--- src/rtl/irqb_pkg.sv ---
package irqb_pkg;
   localparam int IDX_W = 3;

   typedef enum logic [IDX_W-1:0] {
      IDX_PINS    = 3'd0,
      IDX_ENA     = 3'd1,
      IDX_LVLSEL  = 3'd2,
      IDX_POLAR   = 3'd3,
      IDX_ANYEDGE = 3'd4,
      IDX_RAW     = 3'd5,
      IDX_PEND    = 3'd6,
      IDX_ACK     = 3'd7
   } reg_idx_e;

   // Edge-class hit for one channel; any-edge overrides polarity.
   function automatic logic edge_fire(input logic now, input logic prev,
                                      input logic pol, input logic any);
      logic rise, fall;
      rise = now & ~prev;
      fall = ~now & prev;
      return any ? (rise | fall) : (pol ? rise : fall);
   endfunction
endpackage

--- src/rtl/irqb_sync.sv ---
module irqb_sync #(
   parameter int W      = 8,
   parameter int STAGES = 2
) (
   input  logic         clk,
   input  logic         rst_n,
   input  logic [W-1:0] d,
   output logic [W-1:0] q
);
   logic [W-1:0] chain [STAGES];

   genvar s;
   generate
      for (s = 0; s < STAGES; s++) begin : g_stage
         if (s == 0) begin : g_first
            always_ff @(posedge clk or negedge rst_n) begin
               if (!rst_n) chain[0] <= '0;
               else        chain[0] <= d;
            end
         end else begin : g_next
            always_ff @(posedge clk or negedge rst_n) begin
               if (!rst_n) chain[s] <= '0;
               else        chain[s] <= chain[s-1];
            end
         end
      end
   endgenerate

   assign q = chain[STAGES-1];
endmodule

--- src/rtl/irqb_capture.sv ---
module irqb_capture
   import irqb_pkg::*;
#(
   parameter int CH     = 8,
   parameter int STAGES = 2
) (
   input  logic          cclk,
   input  logic          rst_n,
   input  logic [CH-1:0] pin_in,
   input  logic [CH-1:0] cfg_lvl,
   input  logic [CH-1:0] cfg_pol,
   input  logic [CH-1:0] cfg_any,
   output logic [CH-1:0] now,
   output logic [CH-1:0] edge_hit,
   output logic [CH-1:0] lvl_hit
);
   logic [CH-1:0] prev_q;
   logic [CH-1:0] rise_v, fall_v;

   irqb_sync #(.W(CH), .STAGES(STAGES)) u_pin_sync (
      .clk(cclk), .rst_n(rst_n), .d(pin_in), .q(now)
   );

   always_ff @(posedge cclk or negedge rst_n) begin
      if (!rst_n) prev_q <= '0;
      else        prev_q <= now;
   end

   genvar c;
   generate
      for (c = 0; c < CH; c++) begin : g_chan
         assign rise_v[c]   = now[c] & ~prev_q[c];
         assign fall_v[c]   = ~now[c] & prev_q[c];
         assign edge_hit[c] = ~(cfg_lvl[c] & ~cfg_any[c]) &
                              edge_fire(now[c], prev_q[c], cfg_pol[c], cfg_any[c]);
         assign lvl_hit[c]  = cfg_lvl[c] & ~cfg_any[c] &
                              (cfg_pol[c] ? now[c] : ~now[c]);
      end
   endgenerate

   // a rising transition lasts one capture cycle
   a_r3_rise_single: assert property (@(posedge cclk) disable iff (!rst_n)
      (rise_v != '0) |=> ((rise_v & $past(rise_v)) == '0));
   // a falling transition lasts one capture cycle
   a_r4_fall_single: assert property (@(posedge cclk) disable iff (!rst_n)
      (fall_v != '0) |=> ((fall_v & $past(fall_v)) == '0));
endmodule

--- src/rtl/irqb_xfer.sv ---
module irqb_xfer #(
   parameter int CH     = 8,
   parameter int STAGES = 2
) (
   input  logic          clk,
   input  logic          cclk,
   input  logic          rst_n,
   input  logic [CH-1:0] edge_hit,
   input  logic [CH-1:0] lvl_hit,
   input  logic [CH-1:0] now,
   output logic [CH-1:0] edge_bus,
   output logic [CH-1:0] lvl_bus,
   output logic [CH-1:0] pins_bus
);
   logic [CH-1:0]   tgl_q, tgl_s, tgl_d, lvl_q;
   logic [2*CH-1:0] lvl_pin_s;

   // Capture side: each edge event flips a per-channel toggle.
   always_ff @(posedge cclk or negedge rst_n) begin
      if (!rst_n) begin
         tgl_q <= '0;
         lvl_q <= '0;
      end else begin
         tgl_q <= tgl_q ^ edge_hit;
         lvl_q <= lvl_hit;
      end
   end

   irqb_sync #(.W(CH), .STAGES(STAGES)) u_tgl_sync (
      .clk(clk), .rst_n(rst_n), .d(tgl_q), .q(tgl_s)
   );

   irqb_sync #(.W(2*CH), .STAGES(STAGES)) u_lvl_sync (
      .clk(clk), .rst_n(rst_n), .d({lvl_q, now}), .q(lvl_pin_s)
   );

   always_ff @(posedge clk or negedge rst_n) begin
      if (!rst_n) tgl_d <= '0;
      else        tgl_d <= tgl_s;
   end

   assign edge_bus = tgl_s ^ tgl_d;
   assign lvl_bus  = lvl_pin_s[2*CH-1:CH];
   assign pins_bus = lvl_pin_s[CH-1:0];
endmodule

--- src/rtl/irqb_regs.sv ---
module irqb_regs
   import irqb_pkg::*;
#(
   parameter int CH = 8
) (
   input  logic             clk,
   input  logic             rst_n,
   input  logic             wr_en,
   input  logic [IDX_W-1:0] reg_idx,
   input  logic [CH-1:0]    wdata,
   input  logic [CH-1:0]    edge_bus,
   input  logic [CH-1:0]    lvl_bus,
   input  logic [CH-1:0]    pins_bus,
   output logic [CH-1:0]    cfg_lvl,
   output logic [CH-1:0]    cfg_pol,
   output logic [CH-1:0]    cfg_any,
   output logic [CH-1:0]    rdata,
   output logic             irq
);
   logic [CH-1:0] ena_q, lvl_q, pol_q, any_q, raw_q;
   logic [CH-1:0] ack_v, hit, pend;
   reg_idx_e      idx;

   assign idx   = reg_idx_e'(reg_idx);
   assign ack_v = (wr_en && idx == IDX_ACK) ? wdata : '0;
   assign hit   = edge_bus | lvl_bus;
   assign pend  = raw_q & ena_q;

   always_ff @(posedge clk or negedge rst_n) begin
      if (!rst_n) begin
         ena_q <= '0;
         lvl_q <= '0;
         pol_q <= '0;
         any_q <= '0;
         raw_q <= '0;
      end else begin
         // a hit in the acknowledge cycle wins over the clear
         raw_q <= (raw_q & ~ack_v) | hit;
         if (wr_en) begin
            unique case (idx)
               IDX_ENA:     ena_q <= wdata;
               IDX_LVLSEL:  lvl_q <= wdata;
               IDX_POLAR:   pol_q <= wdata;
               IDX_ANYEDGE: any_q <= wdata;
               default: ;
            endcase
         end
      end
   end

   always_comb begin
      unique case (idx)
         IDX_PINS:    rdata = pins_bus;
         IDX_ENA:     rdata = ena_q;
         IDX_LVLSEL:  rdata = lvl_q;
         IDX_POLAR:   rdata = pol_q;
         IDX_ANYEDGE: rdata = any_q;
         IDX_RAW:     rdata = raw_q;
         IDX_PEND:    rdata = pend;
         default:     rdata = '0;
      endcase
   end

   assign irq     = |pend;
   assign cfg_lvl = lvl_q;
   assign cfg_pol = pol_q;
   assign cfg_any = any_q;

   // set status bits survive unless acknowledged
   a_r3_raw_sticky: assert property (@(posedge clk) disable iff (!rst_n)
      ((raw_q & ~ack_v) != '0) |=>
      ((raw_q & $past(raw_q & ~ack_v)) == $past(raw_q & ~ack_v)));
   // acknowledged bits without a concurrent hit drop
   a_r7_ack_clears: assert property (@(posedge clk) disable iff (!rst_n)
      ((ack_v & ~hit) != '0) |=> ((raw_q & $past(ack_v & ~hit)) == '0));
   // a status bit only rises after a trigger hit
   a_r9_raw_needs_hit: assert property (@(posedge clk) disable iff (!rst_n)
      (raw_q & ~$past(raw_q) & ~$past(hit)) == '0);
   // a zero enable mask keeps the interrupt low
   a_r8_mask_gates_irq: assert property (@(posedge clk) disable iff (!rst_n)
      (ena_q == '0) |-> !irq);
endmodule

--- src/rtl/irq_bank.sv ---
module irq_bank
   import irqb_pkg::*;
#(
   parameter int CHANNELS     = 8,
   parameter int SYNC_STAGES  = 2,
   parameter bit SLOW_CAPTURE = 1'b0
) (
   input  logic                clk,
   input  logic                rst_n,
   input  logic                cap_clk,
   input  logic [CHANNELS-1:0] pin_in,
   input  logic                wr_en,
   input  logic [IDX_W-1:0]    reg_idx,
   input  logic [CHANNELS-1:0] wdata,
   output logic [CHANNELS-1:0] rdata,
   output logic                irq
);
   localparam int CH = CHANNELS;

   generate
      if (CHANNELS < 1 || CHANNELS > 32) begin : g_bad_ch
         $error("irq_bank: CHANNELS must be 1..32");
      end
      if (SYNC_STAGES < 2) begin : g_bad_sync
         $error("irq_bank: SYNC_STAGES must be at least 2");
      end
   endgenerate

   logic          cclk;
   logic [CH-1:0] cfg_lvl, cfg_pol, cfg_any;
   logic [CH-1:0] now, edge_hit, lvl_hit;
   logic [CH-1:0] edge_bus, lvl_bus, pins_bus;

   assign cclk = SLOW_CAPTURE ? cap_clk : clk;

   irqb_capture #(.CH(CH), .STAGES(SYNC_STAGES)) u_capture (
      .cclk(cclk), .rst_n(rst_n), .pin_in(pin_in),
      .cfg_lvl(cfg_lvl), .cfg_pol(cfg_pol), .cfg_any(cfg_any),
      .now(now), .edge_hit(edge_hit), .lvl_hit(lvl_hit)
   );

   generate
      if (SLOW_CAPTURE) begin : g_slow
         irqb_xfer #(.CH(CH), .STAGES(SYNC_STAGES)) u_xfer (
            .clk(clk), .cclk(cclk), .rst_n(rst_n),
            .edge_hit(edge_hit), .lvl_hit(lvl_hit), .now(now),
            .edge_bus(edge_bus), .lvl_bus(lvl_bus), .pins_bus(pins_bus)
         );
      end else begin : g_fast
         assign edge_bus = edge_hit;
         assign lvl_bus  = lvl_hit;
         assign pins_bus = now;
      end
   endgenerate

   irqb_regs #(.CH(CH)) u_regs (
      .clk(clk), .rst_n(rst_n), .wr_en(wr_en), .reg_idx(reg_idx),
      .wdata(wdata), .edge_bus(edge_bus), .lvl_bus(lvl_bus),
      .pins_bus(pins_bus), .cfg_lvl(cfg_lvl), .cfg_pol(cfg_pol),
      .cfg_any(cfg_any), .rdata(rdata), .irq(irq)
   );

   // interrupt is low in the first cycle out of reset
   a_r1_irq_after_reset: assert property (@(posedge clk) disable iff (!rst_n)
      $rose(rst_n) |-> !irq);
endmodule

--- config.mk ---
export PLATFORM = sky130hd
export DESIGN_NAME = irq_bank
export DESIGN_NICKNAME = d
export VERILOG_FILES = /design/src/rtl/irqb_pkg.sv /design/src/rtl/irqb_sync.sv /design/src/rtl/irqb_capture.sv /design/src/rtl/irqb_xfer.sv /design/src/rtl/irqb_regs.sv /design/src/rtl/irq_bank.sv
export SDC_FILE = /design/constraint.sdc
export NUM_CORES = 1
export LEC_CHECK = 0
export ABC_AREA = 1
export BUFFER_PORTS_ARGS = -buffer_cell sky130_fd_sc_hd__buf_2
export CAP_MARGIN = 20
export CORE_AREA = 2 2 72 88
export CTS_BUF_LIST = sky130_fd_sc_hd__clkbuf_8
export DETAILED_ROUTE_END_ITERATION = 16
export DIE_AREA = 0 0 74 90
export PLACE_DENSITY = 0.78
export SYNTH_ARGS = -nofsm -noshare
export SYNTH_HDL_FRONTEND = slang
export SYNTH_SLANG_ARGS = --single-unit
--- constraint.sdc ---
create_clock -name clk -period 1.51 [get_ports clk]
set_input_delay 0.302 -clock clk [delete_from_list [all_inputs] [get_ports clk]]
set_output_delay 0.302 -clock clk [all_outputs]
set_load 0.02 [all_outputs]
# Word-level counts from Yosys, hierarchy flattened
# Index checks and enable logic that the tools add are counted.
# Widths: inputs -> output; s select.
[op_classes]
muxes = 26
eq_ne = 7
reduce_logical = 7
bitwise_logic = 85
[ops]
columns = ["operator", "n"]
rows = [
  ["$pmux 8 s7", 1],
  ["$and 1x1->1", 40],
  ["$not 1->1", 32],
  ["$mux 1", 24],
  ["$and 8x8->8", 2],
  ["$or 8x8->8", 2],
  ["$eq 3x3->1 const B", 4],
  ["$mux 8", 1],
  ["$not 8->8", 1],
  ["$or 1x1->1", 8],
  ["$reduce_and 2->1", 4],
  ["$reduce_or 8->1", 1],
  ["$eq 3x2->1 const B", 2],
  ["$eq 3x1->1 const B", 1],
  ["$logic_not 3->1", 1],
  ["$logic_and 1x1->1", 1],
]
[totals]
regBits = 64
in_bits = 23
wordCells = 133

# Logic depth before layout (Yosys ltp)
# Gate-level depths: netlist of run 1.
[logic_depth]
word_depth = 7
ltp_mapped = 8
ltp_nobuf = 8

# By module
# Synthesis of run 1 repeated with hierarchy kept, for this count alone.
[hier_totals]
hier_cells = 463
area_unflattened_um2 = 3579.7
[by_module_without_submodules]
columns = ["module", "n_inst", "cells_per_inst", "area_per_inst_um2"]
rows = [
  ["irqb_regs", 1, 286, 2225.9],
  ["irqb_capture", 1, 153, 893.4],
  ["irqb_sync", 1, 24, 460.4],
]

# Least setup slack after synthesis of run 1
# Ideal clock, no wire load.
[synth_path]
path_type = "input-to-output"
startpoint = "input port reg_idx[1]"
endpoint = "output port rdata[4]"
t_required_ns = 1.208
n_path_buf = 1
path_slack_ns = 0.130
arrival_ns = 1.078
path_stages = 6
cell_sequence = "nor2_2 -> buf_2 -> nand3_1 -> o21ai_0 -> nor2_1 -> nand2_1"
[synth_via]
elab_chain_len = 2
elab_cells_between_ends = 8
classes_between = "eq/ne (6); mux (1); reduce/logical (1)"
[synth_lines]
columns = ["item", "line", "text"]
rows = [
  ["from (decl)", "irq_bank.sv:13", "input logic [IDX_W-1:0] reg_idx,"],
  ["$eq 3x3->1 (tied with other cells)", "irqb_regs.sv:52", "unique case (idx)"],
  ["$pmux 8 s7 *", "irqb_regs.sv:52", ""],
  ["to (decl)", "irq_bank.sv:15", "output logic [CHANNELS-1:0] rdata,"],
]
# Mark *: on every way between the ends. The rest lies on a longest branch, timed or not.

# Worst setup path in the final report of run 1
[layout_path]
startpoint = "register u_regs.ena_q[0]"
endpoint = "output port irq"
[layout_via]
elab_chain_len = 2
[layout_lines]
columns = ["item", "line", "text"]
rows = [
  ["from (decl)", "irqb_regs.sv:20", "logic [CH-1:0] ena_q, lvl_q, pol_q, any_q, raw_q;"],
  ["from (signal assigned)", "irqb_regs.sv:41", "IDX_ENA: ena_q <= wdata;"],
  ["$and 8x8->8", "irqb_regs.sv:27", "assign pend = raw_q & ena_q;"],
  ["$reduce_or 8->1", "irqb_regs.sv:64", "assign irq = |pend;"],
  ["to (decl)", "irq_bank.sv:16", "output logic irq"],
]
# No other way between the ends.

==> impl_metrics.ini, run 1 <==
[clocking]
cts-buffers-inserted = 9
worstSkewPairLatency_ns = 0.35
cts-root-to-sink-buffers = 2
clk_pin_slew_worst_setup_hold_paths_ns = 0.07
clk_root_buffer_cell = clkbuf_8
htreeDepth = 3
cts_tree = done
clock_sinks = 64

[setup_path]
worstPathRequired_ns = 1.21
crit_path_end_kind = primary output
cp_launch_type = flip-flop
signal_arrival_time_at_the_worst_endpoint_ns = 1.36
criticalPathCategory = flip-flop to primary output
crit_fanout = 3

[route]
mean_number_of_vias_per_cell = 5.39
drtAntennaViolNets = 0
dr_total_vias = 3188
drt-initial-drc-count = 287
firstDrtPassIters = 6
remaining_drc_errors = 0
routedWlPerCell_um = 14.0
routed_wirelength_mm = 8.31

[layout]
count_of_nets_after_finishing = 544
area_delta_synth_final_pct = 30.2
nFillCells = 413
final_layout_size_suffix_gt1_frac = 0.290
final_core_utilization = 0.749
antennaDiodeCount = 0
instances_no_fill = 592

[die]
floorplan.die_area_um2 = 6660
die_y_um = 90
coreArea_um2 = 5860
fp.dieW_um = 74
io_pins = 32
rows = 31
floorplan.initialDensity = 0.575

[synth]
yosysSeqAreaShare = 0.475
syn-mean-instance-area_um2 = 7.96
synth_nets = 462
synthesis.yosys.warnings = 0
netlist_area_um2 = 3370
synth.distinct_cells = 22
postSynthRegisterBits = 64
post_synth_inst_count = 423

[timing]
finalSetupViolations = 9
final.setup.tns_ns = -0.876
tightest_slew_ns = 0.392
fin_crit_sh = 1.10
fin_worst_skew_ns = 0.00373
hold_slack_ns = 0.0547
grt_setup_unrepaired = yes
count_of_final_max_slew_check_failures = 0
slew_headroom = 0.738
achievable-frequency_mhz = 602
final_hold_viol_count = 0
finalCriticalPeriod_ns = 1.66
final_worst_setup_slack_ns = -0.152

[global_route]
globalRouteTotalUtil = 0.261
overflow = 0
grt_pass1_vias = 2974
pin_count_of_the_biggest_net_entering_global_routing = 65
grt_antenna_before_repair = 0
grt_first_pass_wirelength_mm = 13.2

[power_and_ir_drop]
pwr-share-comb = 0.246
int_power_w = 0.00346
power_density_nw_per_um2 = 1120
share_of_total_power_in_sequential_cells = 0.425
power.clock.fraction = 0.329
ir_drop_mv = 0.765
netSwitchingPower_w = 0.00148
report.power.total_w = 0.00493
p_leak_nw = 2.32
p_sw_frac = 0.299

[outcome]
run_status = finished, violations left
violated_checks = setup timing

[run]
timing.max_cap.violations = 0

[placed_design]
dp_hpwl_mm = 5.26
port_buffers = 30
place_congestion = 0.854
placed_cells = 547

[worst_hold_path]
hold_path.class = input port to flip-flop
## area by class of cell
class | instances | area [µm²] | area share
sequential | 64 | 1600 | 0.365
multi-input combinational | 289 | 1560 | 0.355
timing repair buffer | 83 | 688 | 0.157
inverter | 58 | 218 | 0.0496
clock buffer | 10 | 138 | 0.0314
tap | 82 | 103 | 0.0234
clock inverter | 6 | 82.6 | 0.0188
## state kept, by name, summed over array words and instances, names as in the netlist
register and count:
u_capture.prev_q 8, u_capture.u_pin_sync.chain 8, u_capture.u_pin_sync.q 8, u_regs.cfg_any 8
u_regs.cfg_lvl 8, u_regs.cfg_pol 8, u_regs.ena_q 8, u_regs.raw_q 8
## power by group through the flow
stage,Combinational (W),Sequential [W],Clock [W]
2_1_floorplan,0.000615,0.00209,0
3_3_place_gp,0.000858,0.00213,0
3_5_place_dp,0.000893,0.00213,0
4_1_cts,0.00109,0.00208,0.00164
5_1_grt,0.00135,0.00212,0.00173
6_report,0.00121,0.00210,0.00162
## logic make-up after synthesis
family                     after synthesis  synth area share
DFF                                     64             0.475
buffers and inverters                   70            0.0840
AOI/OAI and AO/OA                       43            0.0728
and+or+nand+nor                        230             0.308
adders and majority gates               16            0.0594
## through the flow
stage	worst slack, ns	instance area [µm²]
6_report	-0.152	4390
5_1_grt	-0.228	4390
4_1_cts	-0.152	4230
3_5_place_dp	-0.0300	3790
3_3_place_gp	-0.0186	3790
2_1_floorplan	0.130	3370
## what timing repair did
item / 4_1_cts / 5_1_grt
buffers inserted: 20 / 8
hold endpoints to repair: 64 / 0
gates resized for setup: 21 / 31
setup endpoints to repair: 9 / 9
hold buffers: 1 / 0
pin swaps: 17 / 25
## worst paths after layout
| path | from | to | slack (ns) | depth (start not counted) |
|---|---|---|---|---|
| max in group asynchronous | rst_n | u_regs.ena_q[6] | 0.75 | 3 |
| min in group asynchronous | rst_n | u_capture.prev_q[1] | 0.49 | 3 |
| min reg2reg | u_capture.u_pin_sync.chain[10] | u_capture.u_pin_sync.q[2] | 0.35 | 0 |
| max | u_regs.ena_q[0] | irq | -0.15 | 4 |
| max reg2reg | u_capture.u_pin_sync.q[2] | u_regs.raw_q[2] | 0.22 | 5 |
| min | pin_in[5] | u_capture.u_pin_sync.chain[13] | 0.05 | 1 |
## critical path: stages, from the launching register on
cell	delay (ns)
dfrtp_1	0.41
nand2_2	0.10
nand4_1	0.11
or2_4	0.27
buf_6	0.13
## synthesized netlist by cell type
master | count | share of area
nor2_4 | 2 | 0.0067
dfrtp_1 | 64 | 0.48
inv_2 | 3 | 0.0033
buf_6 | 1 | 0.0033
buf_4 | 1 | 0.0022
ha_1 | 16 | 0.059
nand3_2 | 2 | 0.0059
nand2_2 | 2 | 0.0037
nor2_2 | 3 | 0.0056
nand4_1 | 3 | 0.0056
inv_1 | 55 | 0.061
nand3_4 | 1 | 0.0052
o21ai_1 | 24 | 0.036
nor2_1 | 24 | 0.027
nand3_1 | 67 | 0.10
o21ai_2 | 8 | 0.021
nand2_1 | 115 | 0.13
or2_2 | 9 | 0.017
nand3b_1 | 2 | 0.0045
clkbuf_1 | 3 | 0.0033
o21ai_0 | 11 | 0.016
buf_2 | 7 | 0.010
## placed cells by master (no fill, tap or decap)
| cell | instances |
|---|---|
| buf_4 | 42 |
| nand2_2 | 9 |
| inv_2 | 5 |
| nand4_1 | 3 |
| nand3_2 | 7 |
| nor2_4 | 4 |
| o21ai_2 | 9 |
| clkinv_2 | 3 |
| or2_2 | 8 |
| nor2_2 | 6 |
| clkinvlp_4 | 1 |
| clkbuf_4 | 1 |
| dlygate4sd3_1 | 1 |
| inv_1 | 53 |
| o21ai_0 | 9 |
| nand3b_1 | 2 |
| nand2_1 | 108 |
| or2_4 | 1 |
| buf_12 | 4 |
| buf_6 | 16 |
| o21ai_1 | 25 |
| nand3_1 | 62 |
| ha_1 | 16 |
| clkbuf_8 | 10 |
| buf_2 | 19 |
| dfrtp_1 | 64 |
| bufinv_16 | 2 |
| nor2_1 | 19 |
| nand3_4 | 1 |
## per-layer routing
layer / part of all wire / routed length (µm) / GRT usage / up-vias
met2: 0.52 / 4330 / 0.438 / 135
met1: 0.39 / 3250 / 0.314 / 1517
met4: 0.026 / 220 / 0.108 / 0
li1: - / - / - / 1508
met3: 0.061 / 505 / 0.0639 / 28
met5: 0 / 0 / 0 / -
Power figures use the tool's default switching activity.
==> run 2, diff against run 1 <==
Settings changed: CORE_AREA 2 2 72 88 to 2 2 74 90, CTS_CLUSTER_SIZE from default to 24, DIE_AREA 0 0 74 90 to 0 0 76 92, PLACE_DENSITY 0.78 to 0.79, SYNTH_HIERARCHICAL from default to 1.
==> run 2 against run 1 <==
  * The flow still finishes with violations (setup timing)
  * Clock skew about the same
  * Via count increased by 3.1%
  * First-iteration DRC count increased by 3.8%
  * Count of clock-buffer cells in the layout increased by 2
  * Non-clock buffer count shrank 9
  * Clock power is 16% lower
  * Core utilization is 4.4 points lower
  * Critical path depth unchanged
  * Worst setup slack improved by 0.0051 ns
  * Global-route usage increased by 0.30 points
  * Synthesized cell count grew 9.5%
  * Highest routed layer unchanged
==> impl_metrics.ini, run 2 <==
[outcome]
run_status = finished, violations left
violated_checks = setup timing

[synth]
post_synth_main_area_contributors = dfrtp_1, nand2_1, nor2_1, ha_1, inv_1
async_reset_ff_frac = 1.00
post_synth_inst_count = 463
synthesis.yosys.warnings = 6
syn-mean-instance-area_um2 = 7.73
synth-edff-count = 0
yosysSeqAreaShare = 0.447
synth.distinct_cells = 24
synth.largest_area_cell = dfrtp_1
netlist_area_um2 = 3580
synth_top_cell_area_share = 0.447
post_synth_most_frequent_cells = nand2_1, nor2_1, dfrtp_1
postSynthRegisterBits = 64
synth_nets = 502
synth_ff_type = dfrtp_1
yosys.cell_count.top_type = nand2_1

[layout]
area_delta_synth_final_pct = 22.3
antennaDiodeCount = 0
instances_no_fill = 615
final_layout_size_suffix_gt1_frac = 0.215
most_frequent_standard_cell_in_the_layout_excluding_fill_and_tap_cells = nand2_1
final_core_utilization = 0.705
nFillCells = 479
layout_common_cells = nand2_1, nor2_1, dfrtp_1
fin_area_um2 = 4380
count_of_nets_after_finishing = 564

[placed_design]
dp_hpwl_mm = 5.58
placed_cells = 581
placed_area_um2 = 3950
port_buffers = 30
place_congestion = 0.860

[die]
floorplan.die_area_um2 = 6990
fp.dieW_um = 76
io_pins = 32
die_y_um = 92
coreArea_um2 = 6210
rows = 32
floorplan.initialDensity = 0.577

[clocking]
cts_tree = done
cts-buffers-inserted = 9
worstSkewPairLatency_ns = 0.34
htreeDepth = 3
clk_root_buffer_cell = clkbuf_8
cts-root-to-sink-buffers = 2
clock_sinks = 64
clk_pin_slew_worst_setup_hold_paths_ns = 0.07

[setup_path]
worst_path_max_delay_cell = dfrtp_1
setup.worst_path.start = u_regs/raw_q[1]
worstPathRequired_ns = 1.21
signal_arrival_time_at_the_worst_endpoint_ns = 1.36
cp_cell_sequence = nand2_1 > nand4_1 > or2_4 > buf_6
reg2reg_depth = 10
crit_path_end_kind = primary output
criticalPathCategory = flip-flop to primary output
worst_r2r_startpoint = u_capture/u_pin_sync/q[7]
critical_path.max_stage_delay_ns = 0.41
crit_fanout = 2
cp_launch_type = flip-flop

[timing]
slew_headroom = 0.775
fin_crit_sh = 1.10
finalSetupViolations = 9
final_hold_viol_count = 0
achievable-frequency_mhz = 603
finalCriticalPeriod_ns = 1.66
final_worst_setup_slack_ns = -0.147
grt_setup_unrepaired = yes
tightest_slew_ns = 0.337
fin_worst_skew_ns = 0.00388
count_of_final_max_slew_check_failures = 0
hold_slack_ns = 0.0610

[route]
firstDrtPassIters = 5
remaining_drc_errors = 0
met1_length_mm = 3.56
wl_met2_mm = 4.27
routed_wirelength_mm = 8.49
route.met3.wl_um = 420
dr_total_vias = 3288
routedWlPerCell_um = 13.8
drtAntennaViolNets = 0
mean_number_of_vias_per_cell = 5.35
drt-initial-drc-count = 298
highest-signal-layer = met4

[run]
timing.max_cap.violations = 0

[global_route]
grt_antenna_before_repair = 0
grt_first_pass_wirelength_mm = 14.6
pin_count_of_the_biggest_net_entering_global_routing = 65
globalRouteTotalUtil = 0.264
overflow = 0
grt_pass1_vias = 3309

[power_and_ir_drop]
report.power.total_w = 0.00472
power_density_nw_per_um2 = 1080
ir_drop_mv = 0.790
p_leak_nw = 2.30

[worst_hold_path]
hold_path.class = input port to flip-flop
hp-start = pin_in[2]
hold-path-cell-count = 1
run 2: worst max-delay path: cells and delay by family, from the launching register on:
family	cells	cell delay, ns
simple gates	3	0.48
flops	1	0.41
buf+inv	1	0.13
run 2: cells by family (layout without fill, tap and decap cells):
family                   Yosys count  count (layout)  share of synthesized area
AND/OR/NAND/NOR                  271             271                      0.334
flip-flops                        64              64                      0.447
AO/OA/AOI/OAI                     40              40                     0.0699
buffers and inverters             72             139                     0.0930
adder cells (fa/ha/maj)           16              16                     0.0559
run 2: report_power, final:
| part | leakage [nW] | internal, W | switching, W |
|---|---|---|---|
| sequential | 0.743 | 0.00193 | 0.000213 |
| combinational | 1.46 | 0.000548 | 0.000673 |
| clock | 0.103 | 0.000716 | 0.000639 |
| total | 2.30 | 0.00319 | 0.00153 |
run 2: cell type report:
class                   count  area [µm²]  area share
repair buffers             74         626       0.143
well taps                  85         106      0.0243
multi-input cells         327        1670       0.382
clock inverters             4        18.8     0.00429
flip-flops and latches     64        1600       0.366
clock buffers              12         165      0.0377
inverters                  49         186      0.0426
run 2: per-layer routing:
layer  vias up  GRT usage
met1      1558      0.313
met2       107      0.449
met4         0      0.158
li1       1599          -
met3        24     0.0492
met5         -          0
run 2: metrics by stage:
stage                     TNS, ns  setup slack, ns
after detailed placement   -0.437          -0.0878
final                      -0.733           -0.147
after floorplan                 0           0.0271
after global routing        -1.45           -0.205
after global placement     -0.267          -0.0652
after CTS                  -0.668           -0.118
run 2: path summary, 6_finish.rpt:
path / to / slack [ns]
worst min register to register: u_capture/u_pin_sync/q[2] / 0.35
max in group asynchronous: u_regs/raw_q[7] / 0.73
worst min-delay path: u_capture/u_pin_sync/chain[10] / 0.06
min in group asynchronous: u_capture/u_pin_sync/chain[8] / 0.50
worst max-delay path: irq / -0.15
worst max register to register: u_regs/raw_q[7] / 0.14
run 2: timing repair:
action                                  CTS  global route
pin swaps                                13             3
resized for setup                        33             1
endpoints found under the setup margin    9             9
hold buffers                              1             0
hold endpoints to repair                 64             0
buffers inserted                         15             2
==> run 3, diff against run 2 <==
Settings changed: CORE_AREA 2 2 74 90 to 2 2 76 93, DIE_AREA 0 0 76 92 to 0 0 78 95, PLACE_DENSITY 0.79 to 0.77.
Clock period 1.51 ns to 1.5 ns, I/O delays scaled along.
==> run 3 against run 2 <==
  * The run still ends with setup timing left
  * Routed wire length increased by 5.4%
  * Critical path depth increased by 2
  * Count of clock-buffer cells in the layout decreased by 3
  * Highest routed layer unchanged
  * Non-clock buffer count increased by 7
  * Power increased by 13%
  * Register-to-register slack improved by 0.07 ns
  * Hold slack got worse by 0.0076 ns
  * Flip-flop and latch count unchanged
  * Largest cell class unchanged
  * Clock power increased by 34%
  * Worst setup slack got worse by 0.010 ns
  * Clock skew increased by 0.0038 ns
  * Critical path type unchanged
  * Via count increased by 3.6%
==> impl_metrics.ini, run 3 (synthesized netlist as in run 2, its figures left out) <==
[outcome]
run_status = finished, violations left
violated_checks = setup timing

[die]
rows = 33
fp.dieW_um = 78
die_y_um = 95
coreArea_um2 = 6610
floorplan.initialDensity = 0.542
floorplan.die_area_um2 = 7410
io_pins = 32

[layout]
final_layout_size_suffix_gt1_frac = 0.244
antennaDiodeCount = 0
count_of_nets_after_finishing = 571
most_frequent_standard_cell_in_the_layout_excluding_fill_and_tap_cells = nand2_1
layout_common_cells = nand2_1, nor2_1, dfrtp_1
area_delta_synth_final_pct = 27.0
fin_area_um2 = 4550

[timing]
fin_worst_skew_ns = 0.00766
finalSetupViolations = 9
final_hold_viol_count = 0
tightest_slew_ns = 0.285
achievable-frequency_mhz = 603
count_of_final_max_slew_check_failures = 0
slew_headroom = 0.809
fin_crit_sh = 1.11
grt_setup_unrepaired = yes
finalCriticalPeriod_ns = 1.66
final_worst_setup_slack_ns = -0.158

[route]
routed_wirelength_mm = 8.95
drt-initial-drc-count = 242
highest-signal-layer = met4
firstDrtPassIters = 5
route.met3.wl_um = 575
drtAntennaViolNets = 0
met1_length_mm = 3.55
routedWlPerCell_um = 14.3
dr_total_vias = 3407
mean_number_of_vias_per_cell = 5.46
remaining_drc_errors = 0
wl_met2_mm = 4.57

[global_route]
grt_antenna_before_repair = 0
pin_count_of_the_biggest_net_entering_global_routing = 55
grt_first_pass_wirelength_mm = 14.9
overflow = 0
globalRouteTotalUtil = 0.257
grt_pass1_vias = 3229

[setup_path]
reg2reg_to = u_regs/raw_q[4]
reg2reg_depth = 8
r2r_slack_ns = 0.21
cp_top_family = flip-flops
signal_arrival_time_at_the_worst_endpoint_ns = 1.36
crit_fanout = 2
cp_launch_type = flip-flop
path_depth = 6
cp_cell_sequence = buf_6 > nand4_1 > nand2_1 > nor2_1 > nand2_1 > buf_6
worstSetupEndpoint = rdata[3]
setup.worst_path.start = u_regs/raw_q[3]
crit_path_end_kind = primary output
critical_path.max_stage_delay_ns = 0.40
worst_path_max_delay_cell = dfrtp_1
worst_r2r_startpoint = u_capture/u_pin_sync/q[4]
criticalPathCategory = flip-flop to primary output
timing.critical_path.buf_inv = 2
worstPathRequired_ns = 1.20

[clocking]
clock_sinks = 64
htreeDepth = 3
cts-buffers-inserted = 9
clk_pin_slew_worst_setup_hold_paths_ns = 0.08
cts_tree = done
clk_root_buffer_cell = clkbuf_8
cts-root-to-sink-buffers = 2
worstSkewPairLatency_ns = 0.34

[placed_design]
dp_hpwl_mm = 5.76
port_buffers = 30
worst_setup_slack_post_dpl_ns = -0.0860
placed_area_um2 = 3960
place_congestion = 0.822

[power_and_ir_drop]
ir_drop_mv = 0.933
p_leak_nw = 2.37
power_density_nw_per_um2 = 1170

[run]
timing.max_cap.violations = 0

[worst_hold_path]
hold_path.class = input port to flip-flop
-- run 3: changes by cell type in the layout (fill, tap and decap cells not counted), sizes merged --
cell	previous run	this run
clkbuf	12	9
clkinvlp	0	1
bufinv	0	3
buf	73	80
inv	50	49
-- run 3: how the worst min path moves through the flow --
| stage | slack, ns | start | cells after the start | endpoint |
|---|---|---|---|---|
| floorplan | 0.004 | rst_n | 0 | u_capture/prev_q[0] |
| global placement | 0.19 | rst_n | 1 | u_capture/u_pin_sync/chain[8] |
| detailed placement | 0.20 | rst_n | 1 | u_capture/u_pin_sync/chain[8] |
| CTS | 0.04 | pin_in[6] | 1 | u_capture/u_pin_sync/chain[14] |
| global route | 0.03 | pin_in[5] | 1 | u_capture/u_pin_sync/chain[13] |
| finish | 0.05 | pin_in[5] | 1 | u_capture/u_pin_sync/chain[13] |
-- run 3: layer usage --
layer,vias up,GRT usage
li1,1618,-
met1,1625,0.308
met2,137,0.453
met3,27,0.0535
met4,0,0.102
met5,-,0
-- run 3: area by class of cell --
type	instances	area (µm²)
Timing Repair Buffer	81	707
Tap cell	87	109
Multi-Input combinational cell	327	1700
Clock inverter	7	120
Fill cell	517	2060
Inverter	49	186
Sequential cell	64	1600
Clock buffer	9	124
-- run 3: power by group --
group	switching (W)	leakage [nW]	internal [W]
logic	0.000722	1.51	0.000617
registers	0.000212	0.741	0.00194
clock network	0.000717	0.119	0.00111
-- run 3: repair_timing --
action,CTS,global route
gates cloned,0,0
gates resized for setup,38,6
pin swaps,24,21
endpoints found under the hold margin,10,0
endpoints found under the setup margin,9,9
setup buffers,19,7
hold buffers,1,0
-- run 3: metrics by stage --
| step | utilization | power, W | TNS, ns | cells | hold WS [ns] |
|---|---|---|---|---|---|
| 4_1_cts | 0.677 | 0.00525 | -0.705 | 617 | 0.0420 |
| 6_report | 0.688 | 0.00532 | -0.783 | 624 | 0.0533 |
| 5_1_grt | 0.688 | 0.00559 | -1.42 | 624 | 0.0348 |
| 3_3_place_gp | 0.599 | 0.00314 | -0.475 | 581 | 0.188 |
| 2_1_floorplan | - | 0.00284 | 0 | 463 | 0.00441 |
| 3_5_place_dp | 0.599 | 0.00320 | -0.526 | 581 | 0.196 |
-- run 3: worst register-to-register path, stage by stage, from the launching register on --
cell and delay, ns:
dfrtp_1 0.38, buf_4 0.14, inv_1 0.06, ha_1 0.27, nand2_1 0.05, nand2_1 0.06, nor2_1 0.04, nor2_1 0.11
nand2_1 0.06
